### config.mk
export PLATFORM = sky130hd
export DESIGN_NAME = bcd_timekeeper
export DESIGN_NICKNAME = d
export VERILOG_FILES = /design/src/rtl/bcd_tk_pkg.sv /design/src/rtl/bcd_tk_wrapcnt.sv /design/src/rtl/bcd_tk_divider.sv /design/src/rtl/bcd_tk_time.sv /design/src/rtl/bcd_tk_date.sv /design/src/rtl/bcd_timekeeper.sv
export SDC_FILE = /design/constraint.sdc
export NUM_CORES = 1
export LEC_CHECK = 0
export ABC_AREA = 1
export BUFFER_PORTS_ARGS = -buffer_cell sky130_fd_sc_hd__buf_2
export CAP_MARGIN = 30
export CORE_MARGIN = 2
export CORE_UTILIZATION = 50
export DETAILED_ROUTE_END_ITERATION = 12
export PLACE_DENSITY = 0.78
export SETUP_SLACK_MARGIN = 0.2
export SYNTH_ARGS = -nofsm -noshare
export SYNTH_HDL_FRONTEND = slang
export SYNTH_SLANG_ARGS = --single-unit
### constraint.sdc
create_clock -name clk -period 2.08 [get_ports clk]
set_input_delay 0.208 -clock clk [delete_from_list [all_inputs] [get_ports clk]]
set_output_delay 0.208 -clock clk [all_outputs]
set_load 0.01 [all_outputs]
### src/rtl/bcd_tk_pkg.sv
package bcd_tk_pkg;

   localparam int WORD_W = 32;

   typedef struct packed {
      logic       pm;
      logic [5:0] hour;
      logic [6:0] min;
      logic [6:0] sec;
   } tk_time_t;

   typedef struct packed {
      logic [5:0] date;
      logic [2:0] dow;
      logic [4:0] month;
      logic [7:0] year;
      logic [6:0] cent;
   } tk_cal_t;

   // BCD increment of a two-digit value; no wrap handling here
   function automatic logic [7:0] bcd_inc(input logic [7:0] v);
      logic [7:0] r;
      if (v[3:0] >= 4'd9) r = {v[7:4] + 4'd1, 4'd0};
      else                r = {v[7:4], v[3:0] + 4'd1};
      return r;
   endfunction

   // 10*t + u is congruent to 2*t + u modulo 4
   function automatic logic year_is_leap(input logic [7:0] y);
      logic [4:0] s;
      s = {y[7:4], 1'b0} + {1'b0, y[3:0]};
      return (s[1:0] == 2'b00);
   endfunction

   function automatic logic [5:0] month_last_date(input logic [4:0] m, input logic [7:0] y);
      logic [5:0] r;
      case (m)
         5'h02:                      r = year_is_leap(y) ? 6'h29 : 6'h28;
         5'h04, 5'h06, 5'h09, 5'h11: r = 6'h30;
         default:                    r = 6'h31;
      endcase
      return r;
   endfunction

   function automatic tk_time_t unpack_time(input logic [WORD_W-1:0] w);
      tk_time_t t;
      t.sec  = w[6:0];
      t.min  = w[14:8];
      t.hour = w[21:16];
      t.pm   = w[22];
      return t;
   endfunction

   function automatic logic [WORD_W-1:0] pack_time(input tk_time_t t);
      return {9'd0, t.pm, t.hour, 1'b0, t.min, 1'b0, t.sec};
   endfunction

   function automatic tk_cal_t unpack_cal(input logic [WORD_W-1:0] w);
      tk_cal_t c;
      c.cent  = w[6:0];
      c.year  = w[15:8];
      c.month = w[20:16];
      c.dow   = w[23:21];
      c.date  = w[29:24];
      return c;
   endfunction

   function automatic logic [WORD_W-1:0] pack_cal(input tk_cal_t c);
      return {2'd0, c.date, c.dow, c.month, c.year, 1'b0, c.cent};
   endfunction

endpackage

### src/rtl/bcd_tk_wrapcnt.sv
module bcd_tk_wrapcnt import bcd_tk_pkg::*; #(
   parameter int           W     = 7,
   parameter logic [W-1:0] FIRST = '0,
   parameter logic [W-1:0] LAST  = '1,
   parameter logic [W-1:0] RST   = '0
) (
   input  logic         clk,
   input  logic         rst_n,
   input  logic         inc_i,
   input  logic         ld_i,
   input  logic [W-1:0] ld_val_i,
   output logic [W-1:0] q_o,
   output logic         carry_o
);

   if (W < 1 || W > 8) begin : g_bad_width
      $error("bcd_tk_wrapcnt: W must lie in 1..8");
   end

   logic [W-1:0] q_q, q_d;
   logic         at_last;

   assign at_last = (q_q == LAST);
   assign carry_o = inc_i & at_last;
   assign q_o     = q_q;

   always_comb begin
      q_d = q_q;
      if (ld_i)       q_d = ld_val_i;
      else if (inc_i) q_d = at_last ? FIRST : W'(bcd_inc(8'(q_q)));
   end

   always_ff @(posedge clk or negedge rst_n) begin
      if (!rst_n) q_q <= RST;
      else        q_q <= q_d;
   end

   // a digit pair moves only when stepped or loaded
   p_idle_stable_r3: assert property (@(posedge clk) disable iff (!rst_n)
      (!inc_i && !ld_i) |=> $stable(q_q));

   // stepping from the last value returns to the first
   p_wrap_first_r7: assert property (@(posedge clk) disable iff (!rst_n)
      (inc_i && !ld_i && q_q == LAST) |=> (q_q == FIRST));

endmodule

### src/rtl/bcd_tk_divider.sv
module bcd_tk_divider #(
   parameter int W = 15
) (
   input  logic clk,
   input  logic rst_n,
   input  logic en_i,
   output logic tick_o
);

   if (W < 1 || W > 24) begin : g_bad_width
      $error("bcd_tk_divider: W must lie in 1..24");
   end

   logic [W-1:0] cnt_q;

   always_ff @(posedge clk or negedge rst_n) begin
      if (!rst_n)    cnt_q <= '0;
      else if (en_i) cnt_q <= cnt_q + W'(1);
   end

   assign tick_o = en_i & (&cnt_q);

   // second pulses are single-cycle
   p_tick_gap_r12: assert property (@(posedge clk) disable iff (!rst_n)
      tick_o |=> !tick_o);

endmodule

### src/rtl/bcd_tk_time.sv
module bcd_tk_time import bcd_tk_pkg::*; #(
   parameter tk_time_t RST = '0
) (
   input  logic     clk,
   input  logic     rst_n,
   input  logic     adv_i,
   input  logic     mode12_i,
   input  logic     ld_i,
   input  tk_time_t ld_val_i,
   output tk_time_t time_o,
   output logic     day_carry_o
);

   logic [6:0] sec_q, min_q;
   logic       sec_c, min_c;
   logic [5:0] hour_q, hour_d;
   logic       pm_q, pm_d;

   bcd_tk_wrapcnt #(.W(7), .FIRST(7'h00), .LAST(7'h59), .RST(RST.sec)) u_sec (
      .clk(clk), .rst_n(rst_n), .inc_i(adv_i), .ld_i(ld_i),
      .ld_val_i(ld_val_i.sec), .q_o(sec_q), .carry_o(sec_c));

   bcd_tk_wrapcnt #(.W(7), .FIRST(7'h00), .LAST(7'h59), .RST(RST.min)) u_min (
      .clk(clk), .rst_n(rst_n), .inc_i(sec_c), .ld_i(ld_i),
      .ld_val_i(ld_val_i.min), .q_o(min_q), .carry_o(min_c));

   always_comb begin
      hour_d = hour_q;
      pm_d   = pm_q;
      if (ld_i) begin
         hour_d = ld_val_i.hour;
         pm_d   = ld_val_i.pm;
      end else if (min_c) begin
         if (mode12_i) begin
            hour_d = (hour_q == 6'h12) ? 6'h01 : 6'(bcd_inc({2'b00, hour_q}));
            if (hour_q == 6'h11) pm_d = ~pm_q;
         end else begin
            hour_d = (hour_q == 6'h23) ? 6'h00 : 6'(bcd_inc({2'b00, hour_q}));
         end
      end
   end

   always_ff @(posedge clk or negedge rst_n) begin
      if (!rst_n) begin
         hour_q <= RST.hour;
         pm_q   <= RST.pm;
      end else begin
         hour_q <= hour_d;
         pm_q   <= pm_d;
      end
   end

   assign day_carry_o = min_c & (mode12_i ? (hour_q == 6'h11 && pm_q) : (hour_q == 6'h23));

   assign time_o = '{pm: pm_q, hour: hour_q, min: min_q, sec: sec_q};

   // the 11 -> 12 step in 12-hour counting flips the PM flag
   p_pm_flip_r5: assert property (@(posedge clk) disable iff (!rst_n)
      (!ld_i && mode12_i && min_c && hour_q == 6'h11) |=> (pm_q != $past(pm_q)));

endmodule

### src/rtl/bcd_tk_date.sv
module bcd_tk_date import bcd_tk_pkg::*; #(
   parameter tk_cal_t RST = '0
) (
   input  logic    clk,
   input  logic    rst_n,
   input  logic    adv_i,
   input  logic    ld_i,
   input  tk_cal_t ld_val_i,
   output tk_cal_t cal_o
);

   logic [5:0] date_q;
   logic [2:0] dow_q;
   logic [6:0] cent_q;
   logic [4:0] month_q;
   logic [7:0] year_q;
   logic       date_last, mon_c, yr_c;

   assign date_last = (date_q == month_last_date(month_q, year_q));

   bcd_tk_wrapcnt #(.W(5), .FIRST(5'h01), .LAST(5'h12), .RST(RST.month)) u_month (
      .clk(clk), .rst_n(rst_n), .inc_i(adv_i & date_last), .ld_i(ld_i),
      .ld_val_i(ld_val_i.month), .q_o(month_q), .carry_o(mon_c));

   bcd_tk_wrapcnt #(.W(8), .FIRST(8'h00), .LAST(8'h99), .RST(RST.year)) u_year (
      .clk(clk), .rst_n(rst_n), .inc_i(mon_c), .ld_i(ld_i),
      .ld_val_i(ld_val_i.year), .q_o(year_q), .carry_o(yr_c));

   always_ff @(posedge clk or negedge rst_n) begin
      if (!rst_n) begin
         date_q <= RST.date;
         dow_q  <= RST.dow;
         cent_q <= RST.cent;
      end else if (ld_i) begin
         date_q <= ld_val_i.date;
         dow_q  <= ld_val_i.dow;
         cent_q <= ld_val_i.cent;
      end else begin
         if (adv_i) begin
            date_q <= date_last ? 6'h01 : 6'(bcd_inc({2'b00, date_q}));
            dow_q  <= (dow_q == 3'd7) ? 3'd1 : dow_q + 3'd1;
         end
         if (yr_c) cent_q <= (cent_q == 7'h19) ? 7'h20 : 7'h19;
      end
   end

   assign cal_o = '{date: date_q, dow: dow_q, month: month_q, year: year_q, cent: cent_q};

   // day of week wraps from 7 to 1
   p_dow_wrap_r8: assert property (@(posedge clk) disable iff (!rst_n)
      (adv_i && !ld_i && dow_q == 3'd7) |=> (dow_q == 3'd1));

   // the date never moves without an advance or a load
   p_date_idle_r6: assert property (@(posedge clk) disable iff (!rst_n)
      (!adv_i && !ld_i) |=> $stable(date_q));

endmodule

### src/rtl/bcd_timekeeper.sv
module bcd_timekeeper import bcd_tk_pkg::*; #(
   parameter int          DIV_W        = 15,
   parameter bit          BYPASS_DIV   = 1'b0,
   parameter logic [31:0] RST_CAL_WORD = 32'h0181_9819
) (
   input  logic              clk,
   input  logic              rst_n,
   input  logic              tick_in_i,
   input  logic              mode_12h_i,
   input  logic              time_hold_i,
   input  logic              cal_hold_i,
   output logic              upd_ack_o,
   input  logic              time_ld_i,
   input  logic [WORD_W-1:0] time_wdata_i,
   input  logic              cal_ld_i,
   input  logic [WORD_W-1:0] cal_wdata_i,
   output logic [WORD_W-1:0] time_o,
   output logic [WORD_W-1:0] cal_o,
   output logic              sec_tick_o
);

   localparam tk_cal_t  RST_CAL  = unpack_cal(RST_CAL_WORD);
   localparam tk_time_t RST_TIME = '0;

   if (DIV_W < 1 || DIV_W > 24) begin : g_bad_div
      $error("bcd_timekeeper: DIV_W must lie in 1..24");
   end

   logic     sec_tick, ack_q, pend_q, pend_d;
   logic     time_ld_ok, cal_ld_ok, time_adv, cal_adv, day_carry;
   tk_time_t time_cur;
   tk_cal_t  cal_cur;
   logic     unused_wbits;

   assign unused_wbits = ^{time_wdata_i[31:23], time_wdata_i[15], time_wdata_i[7],
                           cal_wdata_i[31:30], cal_wdata_i[7]};

   if (BYPASS_DIV) begin : g_bypass
      assign sec_tick = tick_in_i;
   end else begin : g_div
      bcd_tk_divider #(.W(DIV_W)) u_div (
         .clk(clk), .rst_n(rst_n), .en_i(tick_in_i), .tick_o(sec_tick));
   end

   // hold handshake: counters stop at once, acknowledge follows one edge later
   always_ff @(posedge clk or negedge rst_n) begin
      if (!rst_n) begin
         ack_q  <= 1'b0;
         pend_q <= 1'b0;
      end else begin
         ack_q  <= time_hold_i | cal_hold_i;
         pend_q <= pend_d;
      end
   end

   assign time_ld_ok = time_ld_i & time_hold_i & ack_q;
   assign cal_ld_ok  = cal_ld_i & cal_hold_i & ack_q;
   assign time_adv   = sec_tick & ~time_hold_i;
   assign cal_adv    = ~cal_hold_i & (day_carry | pend_q);

   always_comb begin
      if (!cal_hold_i)    pend_d = 1'b0;
      else if (cal_ld_ok) pend_d = day_carry;
      else                pend_d = pend_q | day_carry;
   end

   bcd_tk_time #(.RST(RST_TIME)) u_time (
      .clk(clk), .rst_n(rst_n), .adv_i(time_adv), .mode12_i(mode_12h_i),
      .ld_i(time_ld_ok), .ld_val_i(unpack_time(time_wdata_i)),
      .time_o(time_cur), .day_carry_o(day_carry));

   bcd_tk_date #(.RST(RST_CAL)) u_date (
      .clk(clk), .rst_n(rst_n), .adv_i(cal_adv), .ld_i(cal_ld_ok),
      .ld_val_i(unpack_cal(cal_wdata_i)), .cal_o(cal_cur));

   assign time_o     = pack_time(time_cur);
   assign cal_o      = pack_cal(cal_cur);
   assign upd_ack_o  = ack_q;
   assign sec_tick_o = sec_tick;

   // no acknowledge without a request in the previous cycle
   p_ack_needs_req_r11: assert property (@(posedge clk) disable iff (!rst_n)
      upd_ack_o |-> $past(time_hold_i || cal_hold_i));

   // held time word only changes through an accepted load
   p_time_frozen_r9: assert property (@(posedge clk) disable iff (!rst_n)
      (time_hold_i && !time_ld_ok) |=> $stable(time_o));

   // held calendar word only changes through an accepted load
   p_cal_frozen_r9: assert property (@(posedge clk) disable iff (!rst_n)
      (cal_hold_i && !cal_ld_ok) |=> $stable(cal_o));

   // a midnight during the calendar hold is remembered
   p_midnight_kept_r10: assert property (@(posedge clk) disable iff (!rst_n)
      (cal_hold_i && day_carry) |=> pend_q);

endmodule

* Word-level counts from Yosys, hierarchy flattened *
Cells that the tools add are included.

word-level totals
  latch bits = 0
  RAM bits = 0
  input bits = 72
  memories kept = 0
  register bits after elaboration = 67
  bits in read-only memories = 0

operators by class
  bitwise gates (word level) = 18
  add/sub/neg operators = 15
  multiplexer cells = 41
  equal/unequal tests = 15
  reduce and logical (&&, ||, !) cells = 24
  shift operators = 0
  multiply operators = 0
  div/mod/pow operators = 0
  $lt $le $gt $ge = 6

operators by type and width
  cell                                                  count
  two-way mux 7 bit                                     10
  two-way mux 6 bit                                     11
  two-way mux 8 bit                                     4
  adder 4 x 1 -> 4 bit (second input constant)          7
  >= comparator 4 bit (second input constant)           6
  two-way mux 5 bit                                     4
  nonzero test 2 bit                                    9
  adder 15 x 1 -> 15 bit (second input constant)        1
  AND reduction 15 bit                                  1
  nonzero test 3 bit                                    5
  equality test 7 bit (second input constant)           2
  AND 1 bit                                             13
  equality test 6 x 5 -> 1 bit (second input constant)  2
  case mux 6 bit (2 select lines)                       1
  equality test 5 x 3 -> 1 bit (second input constant)  2
  equality test 5 bit (second input constant)           2
  AND reduction 2 bit                                   5
  adder 3 x 1 -> 3 bit (second input constant)          3
  two-way mux 3 bit                                     3
  equality test 8 bit (second input constant)           1
  two-way mux 1 bit                                     8
  equality test 7 x 5 -> 1 bit (second input constant)  1
  equality test 6 bit                                   1
  equality test 6 bit (second input constant)           1
  12 further kinds                                      16

* Logic depth before layout (Yosys ltp) *
  depth in word-level cells = 13
  mapped depth = 17
  depth with buffers taken out = 17

* Modules after synthesis *
A second synthesis with hierarchy kept.

unflattened totals
  cell total of the unflattened synthesis = 624
  area, all modules = 4,798.4 um2

by module, submodules not included
  module                              cells an instance  times used  area an instance (um2)
  bcd_tk_date                         148                1           1,094.8
  bcd_tk_wrapcnt at u_time.u_min ...  65                 2           509.2
  bcd_tk_divider                      91                 1           777.0
  bcd_tk_time                         90                 1           648.1
  bcd_tk_wrapcnt at u_date.u_year     84                 1           633.1
  bcd_tk_wrapcnt at u_date.u_month    53                 1           411.6
  bcd_timekeeper                      28                 1           215.2

* Worst setup path before layout *
OpenSTA, ideal clock, no wires.

  path type = register -> register
  from = register u_date.u_month.q_q[0] (netlist: u_date.u_month.q_o[0])
  to = register u_date.cent_q[5]
  stages on the path, launching flop included = 16
  library setup time = 0.121 ns
  data arrival time = 1.812 ns
  data required time = 1.959 ns
  path slack = 0.147 ns
  clock period less this slack = 1.933 ns
  cells stage by stage = dfstp_2 -> inv_1 -> ha_1 -> inv_1 -> nand2_1 -> nand2_1 -> nand3_1 -> nand2_1 -> nand2_1 -> nand2_1 -> nand3_2 -> nand2_4 -> nand3_2 -> buf_6 -> nand2_1 -> o21ai_2

between the ends
  longest elaborated chain between the ends = 8

ends and longest elaborated chain
  element                                               RTL line              source
  start: declaration                                    bcd_tk_wrapcnt.sv:20  logic [W-1:0] q_q, q_d;
  start signal: assignment                              bcd_tk_wrapcnt.sv:35  else q_q <= q_d;
  equality test 5 x 3 -> 1 bit (tied with other cells)  bcd_tk_pkg.sv:37      case (m)
  OR reduction 4 bit                                    bcd_tk_pkg.sv:37
  case mux 6 bit (2 select lines)                       bcd_tk_pkg.sv:37
  equality test 6 bit                                   bcd_tk_date.sv:19     assign date_last = (date_q == month_last_date(month_q, year_q));
  AND 1 bit                                             bcd_tk_date.sv:22     .clk(clk), .rst_n(rst_n), .inc_i(adv_i & date_last), .ld_i(ld_i),
  AND 1 bit (*) (2 in series)                           bcd_tk_wrapcnt.sv:24  assign carry_o = inc_i & at_last;
  nonzero test 2 bit (no source line) (*)               -
  end signal: assignment                                bcd_tk_date.sv:33     cent_q <= RST.cent;
  end signal: assignment                                bcd_tk_date.sv:37     cent_q <= ld_val_i.cent;
  end signal: assignment                                bcd_tk_date.sv:43     if (yr_c) cent_q <= (cent_q == 7'h19) ? 7'h20 : 7'h19;
  end: declaration                                      bcd_tk_date.sv:14     logic [6:0] cent_q;

Every way passes the cells marked *; elsewhere a longest branch is shown, timed or not.
A chain may end at the register's enable or synchronous reset.

* Final worst setup path *
  from = register u_date.u_month.q_q[0] (netlist: u_date.u_month.q_o[0])
  to = register u_date.date_q[5]

between the ends
  longest elaborated chain between the ends = 7

ends and longest elaborated chain
  element                                               RTL line           source
  equality test 5 x 3 -> 1 bit (tied with other cells)  bcd_tk_pkg.sv:37
  OR reduction 4 bit                                    bcd_tk_pkg.sv:37
  case mux 6 bit (2 select lines) (*)                   bcd_tk_pkg.sv:37
  equality test 6 bit (*)                               bcd_tk_date.sv:19
  two-way mux 6 bit                                     bcd_tk_date.sv:40  date_q <= date_last ? 6'h01 : 6'(bcd_inc({2'b00, date_q}));
  two-way mux 6 bit                                     bcd_tk_date.sv:39  if (adv_i) begin
  two-way mux 6 bit                                     bcd_tk_date.sv:34  end else if (ld_i) begin
  end signal: assignment                                bcd_tk_date.sv:31  date_q <= RST.date;
  end signal: assignment                                bcd_tk_date.sv:35  date_q <= ld_val_i.date;
  end signal: assignment                                bcd_tk_date.sv:40
  end: declaration                                      bcd_tk_date.sv:12  logic [5:0] date_q;

Every way passes the cells marked *; elsewhere a longest branch is shown, timed or not. The select of a mux whose other input is x is not followed.

==> impl_metrics.sql <==
INSERT INTO impl_metrics (metric_group, metric, value, unit) VALUES
('status', 'status', 'complete, no violations', ''),
('finish', 'fill_cells', '685', ''),
('cts', 'worst_setup_hold_path_clk_slew', '0.09', 'ns'),
('finish', 'instances_no_fill', '827', ''),
('sta', 'tns', '0', 'ns'),
('route', 'drt.antenna.violating_nets', '0', ''),
('critical_path', 'critical_path_required', '2.31', 'ns'),
('global_routing', 'gr-usage-met1', '0.293', ''),
('placement', 'dp_cells', '773', ''),
('synthesis', 'synth-warning-count', '0', ''),
('global_routing', 'wire_length_of_the_first_global_routing_pass', '18.1', 'mm'),
('route', 'route.detailed.vias_per_inst', '5.15', ''),
('floorplanning', 'placeableCoreArea', '8680', 'sq um'),
('floorplanning', 'i_o_pin_count', '138', ''),
('synthesis', 'library_cell_occupying_the_most_area_in_the_post_synthesis_netlist', 'dfrtp_1', ''),
('cts', 'clkSinkCount', '67', ''),
('cts', 'cts_root_buffer_type', 'clkbuf_8', ''),
('placement', 'port_buffers', '109', ''),
('flow_run', 'maxCapViolCount', '0', ''),
('sta', 'rsz0062_at_grt', 'yes', ''),
('cts', 'tritoncts.num_buffers', '9', ''),
('floorplanning', 'starting_utilization_of_the_core_area', '0.511', ''),
('critical_path', 'critPathMaxFanout', '6', ''),
('power_and_ir_drop', 'pwr_density_cell', '996', 'nW/um^2'),
('floorplanning', 'rows', '34', ''),
('route', 'detail_route.drc_violations', '0', ''),
('synthesis', 'synth_top_flop_cell', 'dfrtp_1', ''),
('sta', 'max_slew.worst_pin.slew', '0.610', 'ns'),
('synthesis', 'ys_ff_latch', '67', ''),
('sta', 'max_clock_freq', '515', 'MHz'),
('sta', 'report.final.hold_viol_count', '0', ''),
('synthesis', 'synth.yosys.seq_area_share', '0.381', ''),
('finish', 'most_frequent_standard_cell_in_the_layout_excluding_fill_and_tap_cells', 'nand2_1', ''),
('hold_path', 'holdCritPathClass', 'in2reg', ''),
('global_routing', 'globalRouteTotalUtil', '0.229', ''),
('finish', 'diodes', '0', ''),
('route', 'drt-pass1-iter-count', '4', ''),
('route', 'number_of_violations_reported_at_the_end_of_detailed_routing_iteration_0', '165', ''),
('floorplanning', 'dieArea', '9630', 'sq um'),
('cts', 'max-clock-path-buffers', '2', ''),
('synthesis', 'synth.area.top_cells', 'dfrtp_1, nand2_1, ha_1', ''),
('synthesis', 'netlist-cell-type-count', '46', ''),
('synthesis', 'synth_async_sr_flop_share', '1.00', ''),
('global_routing', 'grt_max_degree', '45', ''),
('cts', 'cts_tree', 'done', ''),
('synthesis', 'synth_area', '4430', 'sq um'),
('sta', 'finalCritPeriodShare', '0.934', ''),
('sta', 'worst_clock_skew', '0.0136', 'ns'),
('global_routing', 'gr-total-overflow', '0', ''),
('synthesis', 'yosys.area.top_type_share', '0.327', ''),
('critical_path', 'timing.critical_path.arrival', '2.18', 'ns'),
('route', 'detailroute.via_count', '4256', ''),
('route', 'totalWireLength', '11.6', 'mm'),
('global_routing', 'global_route.usage.met3', '0.0422', ''),
('finish', 'commonest_cells_after_routing_fill_and_taps_aside', 'nand2_1, buf_2, dfrtp_1', ''),
('floorplanning', 'die_x', '98.1', 'um'),
('power_and_ir_drop', 'vdd_drop_max', '619', 'uV'),
('sta', 'final-setup-viol-count', '0', ''),
('global_routing', 'grt_most_used_layer', 'met2', ''),
('route', 'wl_per_cell', '14.0', 'um'),
('finish', 'area_growth_syn_to_layout', '34.6', '%'),
('power_and_ir_drop', 'p_total', '0.00594', 'W'),
('placement', 'dp.final_hpwl', '7.80', 'mm'),
('synthesis', 'synthesis.instances', '552', ''),
('critical_path', 'worstSetupEndpointType', 'register', ''),
('finish', 'final_layout_size_suffix_gt1_frac', '0.389', ''),
('cts', 'insertion_delay', '0.35', 'ns'),
('cts', 'clock_tree.htree_level_count', '3', ''),
('critical_path', 'critical_path.startpoint_type', 'register', ''),
('sta', 'max-slew-margin-rel', '0.594', ''),
('sta', 'period_minus_slack', '1.94', 'ns'),
('placement', 'gp_congestion', '0.905', ''),
('power_and_ir_drop', 'cellLeakagePower', '3.08', 'nW'),
('critical_path', 'critPathKind', 'reg2reg', ''),
('synthesis', 'synth_enable_flop_cells', '0', ''),
('finish', 'final_stage_net_count', '817', ''),
('global_routing', 'grt_util_met2', '0.387', ''),
('floorplanning', 'die-height', '98.1', 'um'),
('synthesis', 'syn-mean-instance-area', '8.03', 'sq um'),
('global_routing', 'grt_pass1_vias', '3955', ''),
('sta', 'maxSlewViolCount', '0', ''),
('global_routing', 'antenna_found_initial', '0', '');
-- cells in the mapped netlist (all sizes together) (2+ instances only) --
| library cell | number |
|---|---|
| a31oi | 6 |
| nor3 | 4 |
| or2 | 2 |
| o21a | 2 |
| ha | 31 |
| nor4 | 2 |
| a21oi | 15 |
| xnor2 | 11 |
| nand2 | 149 |
| xor2 | 15 |
| o21bai | 2 |
| o221ai | 2 |
| nand3 | 42 |
| o31ai | 3 |
| buf | 21 |
| o21ai | 40 |
| nor2 | 36 |
| inv | 69 |
| dfstp | 9 |
| o211ai | 9 |
| nand3b | 2 |
| clkbuf | 4 |
| nand4 | 10 |
| dfrtp | 58 |
-- state kept, by name, summed over array words and instances, names as in the netlist --
| register | flops |
|---|---|
| u_time.u_min.q_o | 7 |
| g_div.u_div.cnt_q | 15 |
| u_date.u_month.q_o | 5 |
| u_date.dow_q | 3 |
| pend_q | 1 |
| u_date.u_year.q_o | 8 |
| u_time.pm_q | 1 |
| u_time.u_sec.q_o | 7 |
| u_time.hour_q | 6 |
| u_date.date_q | 6 |
| u_date.cent_q | 7 |
| upd_ack_o | 1 |
-- final timing paths --
kind	startpoint	endpoint	slack, ns	depth (start not counted)
min in group asynchronous	rst_n	u_time.hour_q[4]	0.41	2
min reg2reg	g_div.u_div.cnt_q[14]	g_div.u_div.cnt_q[14]	0.47	1
max in group asynchronous	rst_n	u_date.date_q[0]	0.97	3
min	cal_wdata_i[1]	u_date.cent_q[1]	0.06	3
max	u_date.u_month.q_o[0]	u_date.date_q[5]	0.14	16
max reg2reg	u_date.u_month.q_o[0]	u_date.date_q[5]	0.14	16
-- stage by stage --
step | hold slack (ns) | setup WS [ns] | util | area [sq um]
4_1_cts | 0.0583 | 0.159 | 0.652 | 5660
6_report | 0.0634 | 0.137 | 0.687 | 5970
3_3_place_gp | 0.246 | 0.0410 | 0.591 | 5120
5_1_grt | 0.0700 | -0.000452 | 0.687 | 5970
2_1_floorplan | -0.0876 | 0.205 | - | 4490
3_5_place_dp | 0.248 | -0.0866 | 0.591 | 5120
-- report_power, final --
part / leakage, nW / internal, W / total, W / switching [W]
logic: 2.17 / 0.00103 / 0.00231 / 0.00127
clock network: 0.125 / 0.000916 / 0.00146 / 0.000545
registers: 0.779 / 0.00171 / 0.00218 / 0.000471
total: 3.08 / 0.00366 / 0.00594 / 0.00229
-- worst max-delay path, cell delays in order (launching register included) --
cell	delay, ns
dfstp_2	0.60
inv_4	0.06
ha_4	0.16
inv_2	0.04
nand2_1	0.05
nand2_1	0.07
nand3_2	0.07
nand2_2	0.10
nand3_2	0.08
nand3_4	0.14
nand2_8	0.10
inv_4	0.09
nand2_2	0.05
nand2_2	0.08
inv_2	0.04
nand2_1	0.05
nand2_1	0.04
-- area by class of cell --
type	instances	area, sq um	share of cell area
multi-input combinational	406	2650	0.444
sequential	67	1690	0.284
timing repair buffer	161	958	0.161
inverter	69	269	0.0451
clock inverter	7	140	0.0235
tap	108	135	0.0227
clock buffer	9	124	0.0208
-- what timing repair did --
action / 4_1_cts / 5_1_grt
setup buffers: 13 / 22
pin swaps: 20 / 27
gates cloned: 2 / 0
resized for setup: 41 / 37
endpoints found under the setup margin: 33 / 45
hold buffers: 1 / 0
endpoints found under the hold margin: 22 / 0
-- layer usage --
metal	vias up	share of wire
li1	2097	-
met3	19	0.043
met4	0	0.018
met2	118	0.51
met1	2022	0.43
met5	-	0
-- logic make-up after synthesis --
logic type / synth area share
and+or+nand+nor: 0.263
buffers and inverters: 0.0982
AOI/OAI and AO/OA: 0.118
DFF: 0.381
adders and majority gates: 0.0875
xor gates and xnor gates: 0.0514
other: 0.000846
No activity file was read; power rests on OpenSTA's default activity.
